**src/rtl/wake_pkg.sv**
```systemverilog
package wake_pkg;
  // Source indices in the wake record: pads occupy the low bits.
  localparam int unsigned PAD_CNT   = 4;
  localparam int unsigned SRC_ALARM = PAD_CNT;
  localparam int unsigned SRC_SW    = PAD_CNT + 1;
  localparam int unsigned SRC_CNT   = PAD_CNT + 2;

  // Compare pad modes; only the below-threshold mode is active low.
  typedef enum logic [1:0] {
    CMP_WIN_A = 2'd0,
    CMP_WIN_B = 2'd1,
    CMP_BELOW = 2'd2,
    CMP_ABOVE = 2'd3
  } cmp_mode_e;

  // Select field layout shared by both enables.
  typedef struct packed {
    logic sw;     // bit2: software strobes
    logic alarm;  // bit1: alarm pulse
    logic base;   // bit0: pads (main) or main enable (aux)
  } src_sel_t;
endpackage

```
**src/rtl/wake_pad_sync.sv**
```systemverilog
module wake_pad_sync #(
  parameter int unsigned STAGES = 2
) (
  input  logic clk,
  input  logic rst,
  input  logic d,
  output logic q,
  output logic q_prev
);
  localparam int unsigned LAST = STAGES - 1;

  // chain[0..LAST] synchronizes; chain[STAGES] keeps the prior level.
  logic [STAGES:0] chain;

  always_ff @(posedge clk) begin
    if (rst) chain <= '0;
    else     chain <= {chain[STAGES-1:0], d};
  end

  assign q      = chain[LAST];
  assign q_prev = chain[STAGES];
endmodule

```
**src/rtl/wake_edge_sel.sv**
```systemverilog
module wake_edge_sel #(
  parameter int unsigned NUM_PADS = 4
) (
  input  logic [NUM_PADS-1:0] lvl,
  input  logic [NUM_PADS-1:0] lvl_prev,
  input  logic [NUM_PADS-1:0] act_low,
  output logic [NUM_PADS-1:0] act,
  output logic [NUM_PADS-1:0] evt
);
  logic [NUM_PADS-1:0] act_prev;

  // Polarity is applied to both samples so a mode change alone
  // never looks like a transition of the raw pad.
  always_comb begin
    act      = lvl ^ act_low;
    act_prev = lvl_prev ^ act_low;
    evt      = act & ~act_prev;
  end
endmodule

```
**src/rtl/pwr_enable_core.sv**
```systemverilog
module pwr_enable_core
  import wake_pkg::*;
#(
  parameter int unsigned NUM_PADS = 4,
  parameter int unsigned REC_PADS = 2
) (
  input  logic                clk,
  input  logic                rst,
  input  logic [NUM_PADS-1:0] pad_evt,
  input  logic                alarm,
  input  logic                sw_on,
  input  logic                sw_off,
  input  src_sel_t            sel_main,
  input  src_sel_t            sel_aux,
  input  logic                rec_en,
  output logic                main_q,
  output logic                aux_q,
  output logic                main_nxt,
  output logic                aux_nxt,
  output logic                replay,
  output logic [REC_PADS-1:0] pend_q
);
  logic pad_hit, set_main, clr_main, set_aux, clr_aux;

  always_comb begin
    replay   = !main_q && (|pend_q);
    pad_hit  = sel_main.base && (|pad_evt);
    set_main = !main_q && (pad_hit || (sel_main.alarm && alarm) ||
                           (sel_main.sw && sw_on) || replay);
    clr_main = sel_main.sw && sw_off;
    main_nxt = !clr_main && (main_q || set_main);
    set_aux  = !aux_q && ((sel_aux.base && main_nxt && !main_q) ||
                          (sel_aux.alarm && alarm) || (sel_aux.sw && sw_on));
    clr_aux  = (sel_aux.sw && sw_off) || (sel_aux.base && main_q && !main_nxt);
    aux_nxt  = !clr_aux && (aux_q || set_aux);
  end

  always_ff @(posedge clk) begin
    if (rst) begin
      main_q <= 1'b0;
      aux_q  <= 1'b0;
    end else begin
      main_q <= main_nxt;
      aux_q  <= aux_nxt;
    end
  end

  // Pending wake memory for the low pads: filled while powered, drained
  // on the replay cycle that follows a power-down.
  always_ff @(posedge clk) begin
    if (rst)                               pend_q <= '0;
    else if (replay)                       pend_q <= '0;
    else if (rec_en && main_q && sel_main.base)
      pend_q <= pend_q | pad_evt[REC_PADS-1:0];
  end

  AST_CLEAR_WINS: assert property (@(posedge clk) disable iff (rst)
    (sel_main.sw && sw_off) |=> !main_q);

  AST_MAIN_HOLD: assert property (@(posedge clk) disable iff (rst)
    (main_q && !(sel_main.sw && sw_off)) |=> main_q);

  AST_REPLAY_RISE: assert property (@(posedge clk) disable iff (rst)
    (!main_q && (|pend_q) && !(sel_main.sw && sw_off)) |=> main_q);

  AST_AUX_NO_SOURCE: assert property (@(posedge clk) disable iff (rst)
    (!aux_q && sel_aux == 3'b000) |=> !aux_q);
endmodule

```
**src/rtl/wake_src_log.sv**
```systemverilog
module wake_src_log #(
  parameter int unsigned SRC_W = 6
) (
  input  logic             clk,
  input  logic             rst,
  input  logic             main_q,
  input  logic             aux_q,
  input  logic             main_nxt,
  input  logic             aux_nxt,
  input  logic [SRC_W-1:0] cause,
  input  logic [SRC_W-1:0] live_in,
  output logic [SRC_W-1:0] src_q,
  output logic [SRC_W-1:0] live_q
);
  logic             power_on;
  logic [SRC_W-1:0] first_cause;

  always_comb begin
    power_on    = !main_q && !aux_q && (main_nxt || aux_nxt);
    first_cause = cause & (~cause + {{(SRC_W-1){1'b0}}, 1'b1});
  end

  always_ff @(posedge clk) begin
    if (rst) begin
      src_q  <= '0;
      live_q <= '0;
    end else begin
      live_q <= live_in;
      if (power_on) src_q <= first_cause;
    end
  end

  AST_SRC_ONEHOT: assert property (@(posedge clk) disable iff (rst)
    $onehot0(src_q));

  AST_SRC_FROZEN: assert property (@(posedge clk) disable iff (rst)
    (main_q || aux_q) |=> $stable(src_q));
endmodule

```
**src/rtl/wake_pwr_ctrl.sv**
```systemverilog
module wake_pwr_ctrl
  import wake_pkg::*;
#(
  parameter int unsigned NUM_PADS    = 4,
  parameter int unsigned SYNC_STAGES = 2,
  parameter int unsigned CMP_PAD     = 2,
  parameter int unsigned PULL_PAD    = 3,
  parameter int unsigned REC_PADS    = 2
) (
  input  logic                  clk,
  input  logic                  rst,
  input  logic [NUM_PADS-1:0]   pad_i,
  input  logic                  alarm_i,
  input  logic                  sw_on_i,
  input  logic                  sw_off_i,
  input  logic [1:0]            cmp_mode_i,
  input  logic                  pull_up_i,
  input  logic [2:0]            main_sel_i,
  input  logic [2:0]            aux_sel_i,
  input  logic                  rec_en_i,
  output logic                  pwr_main_o,
  output logic                  pwr_aux_o,
  output logic [NUM_PADS+1:0]   wake_src_o,
  output logic [NUM_PADS+1:0]   live_evt_o
);
  localparam int unsigned SRC_W   = NUM_PADS + 2;
  localparam int unsigned IDX_ALM = NUM_PADS;
  localparam int unsigned IDX_SW  = NUM_PADS + 1;
  localparam int unsigned GAP_W   = NUM_PADS - REC_PADS;

  src_sel_t sel_main, sel_aux;
  assign sel_main = src_sel_t'(main_sel_i);
  assign sel_aux  = src_sel_t'(aux_sel_i);

  logic [NUM_PADS-1:0] lvl, lvl_prev, act_low, act, evt;

  for (genvar i = 0; i < NUM_PADS; i++) begin : g_pad
    wake_pad_sync #(.STAGES(SYNC_STAGES)) u_sync (
      .clk    (clk),
      .rst    (rst),
      .d      (pad_i[i]),
      .q      (lvl[i]),
      .q_prev (lvl_prev[i])
    );
    if (i == CMP_PAD) begin : g_cmp
      assign act_low[i] = (cmp_mode_i == CMP_BELOW);
    end else if (i == PULL_PAD) begin : g_pull
      assign act_low[i] = pull_up_i;
    end else begin : g_plain
      assign act_low[i] = 1'b0;
    end
  end

  wake_edge_sel #(.NUM_PADS(NUM_PADS)) u_edge (
    .lvl      (lvl),
    .lvl_prev (lvl_prev),
    .act_low  (act_low),
    .act      (act),
    .evt      (evt)
  );

  logic                main_q, aux_q, main_nxt, aux_nxt, replay;
  logic [REC_PADS-1:0] pend_q;

  pwr_enable_core #(.NUM_PADS(NUM_PADS), .REC_PADS(REC_PADS)) u_core (
    .clk      (clk),
    .rst      (rst),
    .pad_evt  (evt),
    .alarm    (alarm_i),
    .sw_on    (sw_on_i),
    .sw_off   (sw_off_i),
    .sel_main (sel_main),
    .sel_aux  (sel_aux),
    .rec_en   (rec_en_i),
    .main_q   (main_q),
    .aux_q    (aux_q),
    .main_nxt (main_nxt),
    .aux_nxt  (aux_nxt),
    .replay   (replay),
    .pend_q   (pend_q)
  );

  logic [SRC_W-1:0]    cause, live_in;
  logic [NUM_PADS-1:0] pad_cause;

  always_comb begin
    pad_cause = (evt & {NUM_PADS{sel_main.base}}) |
                {{GAP_W{1'b0}}, pend_q & {REC_PADS{replay}}};
    cause = '0;
    cause[NUM_PADS-1:0] = pad_cause;
    cause[IDX_ALM]      = alarm_i && (sel_main.alarm || sel_aux.alarm);
    cause[IDX_SW]       = sw_on_i && (sel_main.sw || sel_aux.sw);
    live_in = '0;
    live_in[NUM_PADS-1:0] = act;
    live_in[IDX_ALM]      = alarm_i;
    live_in[IDX_SW]       = sw_on_i;
  end

  wake_src_log #(.SRC_W(SRC_W)) u_log (
    .clk      (clk),
    .rst      (rst),
    .main_q   (main_q),
    .aux_q    (aux_q),
    .main_nxt (main_nxt),
    .aux_nxt  (aux_nxt),
    .cause    (cause),
    .live_in  (live_in),
    .src_q    (wake_src_o),
    .live_q   (live_evt_o)
  );

  assign pwr_main_o = main_q;
  assign pwr_aux_o  = aux_q;
endmodule

```
**config.mk**
```make
export PLATFORM = sky130hd
export DESIGN_NAME = wake_pwr_ctrl
export DESIGN_NICKNAME = d
export VERILOG_FILES = /design/src/rtl/wake_pkg.sv /design/src/rtl/wake_pad_sync.sv /design/src/rtl/wake_edge_sel.sv /design/src/rtl/pwr_enable_core.sv /design/src/rtl/wake_src_log.sv /design/src/rtl/wake_pwr_ctrl.sv
export SDC_FILE = /design/constraint.sdc
export NUM_CORES = 1
export LEC_CHECK = 0
export BUFFER_PORTS_ARGS = -buffer_cell sky130_fd_sc_hd__buf_4
export CAP_MARGIN = 20
export CORE_ASPECT_RATIO = 1.25
export CORE_UTILIZATION = 35
export DETAILED_ROUTE_END_ITERATION = 10
export GPL_ROUTABILITY_DRIVEN = 0
export GPL_TIMING_DRIVEN = 0
export HOLD_SLACK_MARGIN = 0.08
export PLACE_DENSITY = 0.67
export SETUP_SLACK_MARGIN = 0.1
export SLEW_MARGIN = 20
export SYNTH_ARGS = -nofsm -noshare
export SYNTH_HDL_FRONTEND = slang
export SYNTH_SLANG_ARGS = --single-unit
```
**constraint.sdc**
```tcl
create_clock -name clk -period 2.05 [get_ports clk]
set_clock_uncertainty 0.15 [all_clocks]
set_input_delay 0.205 -clock clk [delete_from_list [all_inputs] [get_ports clk]]
set_output_delay 0.205 -clock clk [all_outputs]
set_load 0.05 [all_outputs]
```
==> flow_summary.toml <==
[sta]
achievable-frequency_ghz = 0.539
worst_slew_margin_relative_to_its_limit_pct = 65.6
finalSetupTns_ns = 0
rsz_0062_raised_after_global_routing = "false"
maxSlewViolCount = 0
layout_worst_path_cycle_share_pct = 90.5
worst_pin_slew_ns = 0.517
final-hold-violation-count = 0
finalSetupViolations = 0
finalCriticalPeriod_ns = 1.86

[global_route]
groute.layer.met1.usage_pct = 15.5
grt_start_max_net_pins = 15
grt-ovfl-total = 0
grt_most_used_layer = "met2"
grt_antenna_before_repair = 0
grt_pass1_wl_mm = 3.87
grt.met2_usage_pct = 29.2
number_of_global_route_vias_before_repair = 961
globalRouteMet3Util_pct = 3.29
track_usage_pct = 15.7

[drt]
final_antenna_net_count = 0
via_count = 957
wl_per_cell_um = 11.6
finalWirelength_mm = 2.34
firstDrtPassIters = 4
post_drt_via_cell_ratio = 4.76
post-route-drc-count = 0
initialDrtViolationCount = 17

[clock_tree]
cts.clk_slew.worst_paths_ns = 0.14
htree_levels = 1
cts_root_buf = "clkbuf_4"
tritoncts.num_buffers = 3
cts_max_path_buffers = 2
cts_sinks = 26
clock_insertion_delay_worst_skew_ns = 0.33
cts_tree = "done"

[floorplan]
die-area_um2 = 3390
boundaryPins = 33
core_um2 = 2970
die_y_um = 64.8
starting_density_of_the_core_pct = 37.2
die_width_um = 52.3
num_rows = 22

[yosys]
ys_ff_latch = 26
dominantRegCellSynth = "dfxtp_1"
ys_types = 34
synth_fp_nets = 128
synth-edff-count = 0
syn_area_um2 = 1100
yosysWarnings = 0
syn-instance-count = 109
async_reset_ff_share_pct = 0
sequential_cell_area_fraction_in_the_yosys_report_pct = 47.1
post_synth.cell_area_avg_um2 = 10.1

[hold_path]
hold_path_sink = "u_log.live_q[2]"
worstHoldPathType = "in2reg"
source_of_the_worst_hold_timing_path = "cmp_mode_i[1]"
min_path_cells = 4

[job]
max_cap_violations = 0

[critical_path]
cp_data_arrival_time_ns = 1.97
path_depth_of_the_worst_reg2reg_path = 4
worst-path-buf-inv = 0
category_of_the_worst_setup_path_launch_point = "register"
worst_path_max_delay_cell = "or4_1"
worst-path-max-fanout = 3
timing.setup.critical_path_class = "reg2reg"
required_ns = 2.17
regToRegStartpoint = "u_log.live_q[0]"
worst-r2r-setup-slack_ns = 0.19
crit_path_cell_trace = "and3b_2 > or3_4 > or4_1 > mux2i_1"
cp_slowest_stage_delay_ns = 0.52
family_with_the_most_delay_on_the_worst_path = "simple AND/OR/NAND/NOR gates"
regToRegEndpoint = "u_log.src_q[2]"
setup.worst_path.end_class = "register"

[cells_and_area]
top_library_cells_by_usage_in_the_layout_fill_and_taps_aside = "37 x buf_4, 24 x dfxtp_1, 20 x nor2b_1"
antenna_cells_inserted = 0
seqCellArea_um2 = 523
mostFrequentLayoutCell = "buf_4"
fin_nets = 185
drive_above_1_share_pct = 32.7
final_util_pct = 55.1
num-fill-cells = 269
syn2layout_area_growth_pct = 48.2
multi_input_area_um2 = 563

[pwr]
worst_ir_drop_vdd_mv = 0.462
power_per_cell_area_nw_per_um2 = 643
power.leakage_uw = 0.000721

[outcome]
outcome = "completed"

[placed_design]
dp_hpwl_mm = 1.56
buffer_ports.inserted = 32
power breakdown:
group	leakage, µW	total [µW]	switching, µW	internal, µW
sequential	0.000214	541	13.0	528
combinational	0.000486	246	127	119
clock	0.0000210	265	157	109
cell usage after synthesis, types with 2 or more instances:
| cell | count | area share [%] |
|---|---|---|
| dfxtp_1 | 26 | 47 |
| nor2b_1 | 20 | 11 |
| nor2_1 | 9 | 3.1 |
| nand2b_1 | 8 | 4.5 |
| mux2i_1 | 5 | 4.5 |
| a22o_1 | 3 | 2.4 |
| inv_1 | 3 | 1.0 |
| a21oi_1 | 2 | 0.91 |
| a221oi_1 | 2 | 1.6 |
| buf_4 | 2 | 1.4 |
| clkbuf_1 | 2 | 0.68 |
| nand2_1 | 2 | 0.68 |
| nand3_1 | 2 | 0.91 |
| nor3b_1 | 2 | 1.4 |
| o21ai_0 | 2 | 0.91 |
how the worst max path moves through the flow:
stage	from	end	slack, ns	cells past startpoint
2_1_floorplan	u_core.main_q	u_log.src_q[0]	0.11	4
3_3_place_gp	alarm_i	u_log.src_q[0]	0.11	6
3_5_place_dp	alarm_i	u_log.src_q[0]	0.11	6
4_1_cts	g_pad[3].u_sync.chain[1]	u_log.src_q[0]	0.10	5
5_1_grt	g_pad[3].u_sync.chain[1]	u_log.src_q[3]	0.1	6
6_report	u_log.live_q[0]	u_log.src_q[2]	0.19	4
final cells by class:
class	instances	share of cell area (%)
timing repair buffer	52	26.7
sequential	26	31.9
clock buffer	4	2.22
tap	36	2.75
inverter	3	0.688
multi-input combinational	76	34.4
buffer	4	1.38
worst register-to-register path, cell delays in order (launching register included):
cell,delay (ns)
dfxtp_2,0.36
and3b_2,0.23
or3_4,0.39
or4_1,0.52
mux2i_1,0.14
kinds of logic (layout without fill, tap and decap cells):
| kind of cell | Yosys count | after routing | share of synthesized area [%] |
|---|---|---|---|
| buffers and inverters | 7 | 63 | 3.06 |
| and+or+nand+nor | 50 | 50 | 27.4 |
| DFF | 26 | 26 | 47.1 |
| muxes | 6 | 6 | 5.89 |
| AOI/OAI and AO/OA | 18 | 18 | 15.0 |
| xor gates and xnor gates | 2 | 2 | 1.59 |
metal layers:
metal / wire (µm) / part of all wire (%) / vias to the layer above
li1: - / - / 486
met1: 983 / 42 / 439
met2: 1210 / 52 / 25
met3: 82 / 3.5 / 7
met4: 61 / 2.6 / 0
met5: 0 / 0 / -
stage by stage:
step           std cells  hold slack [ns]  power (µW)  worst slack, ns  area (µm²)
3_5_place_dp         177            0.272         763            0.108        1400
5_1_grt              201            0.144        1110           0.0993        1640
6_report             201            0.112        1050            0.195        1640
2_1_floorplan        109            0.166         689            0.106        1110
4_1_cts              197            0.113        1040            0.101        1590
3_3_place_gp         177            0.269         759            0.110        1400
flip-flops by register name (all words and copies together) (netlist names):
name and cells:
g_pad.u_sync.chain 10, u_core.aux_q 1, u_core.main_q 1, u_core.pend_q 2
u_log.live_q 6, u_log.src_q 6
what timing repair did:
item                                    CTS  global route
hold buffers                             16             0
endpoints found under the hold margin    14             0
setup buffers                             0             4
endpoints found under the setup margin    0             2
gates resized for setup                   0             6
(Power assumes the default switching activity.)
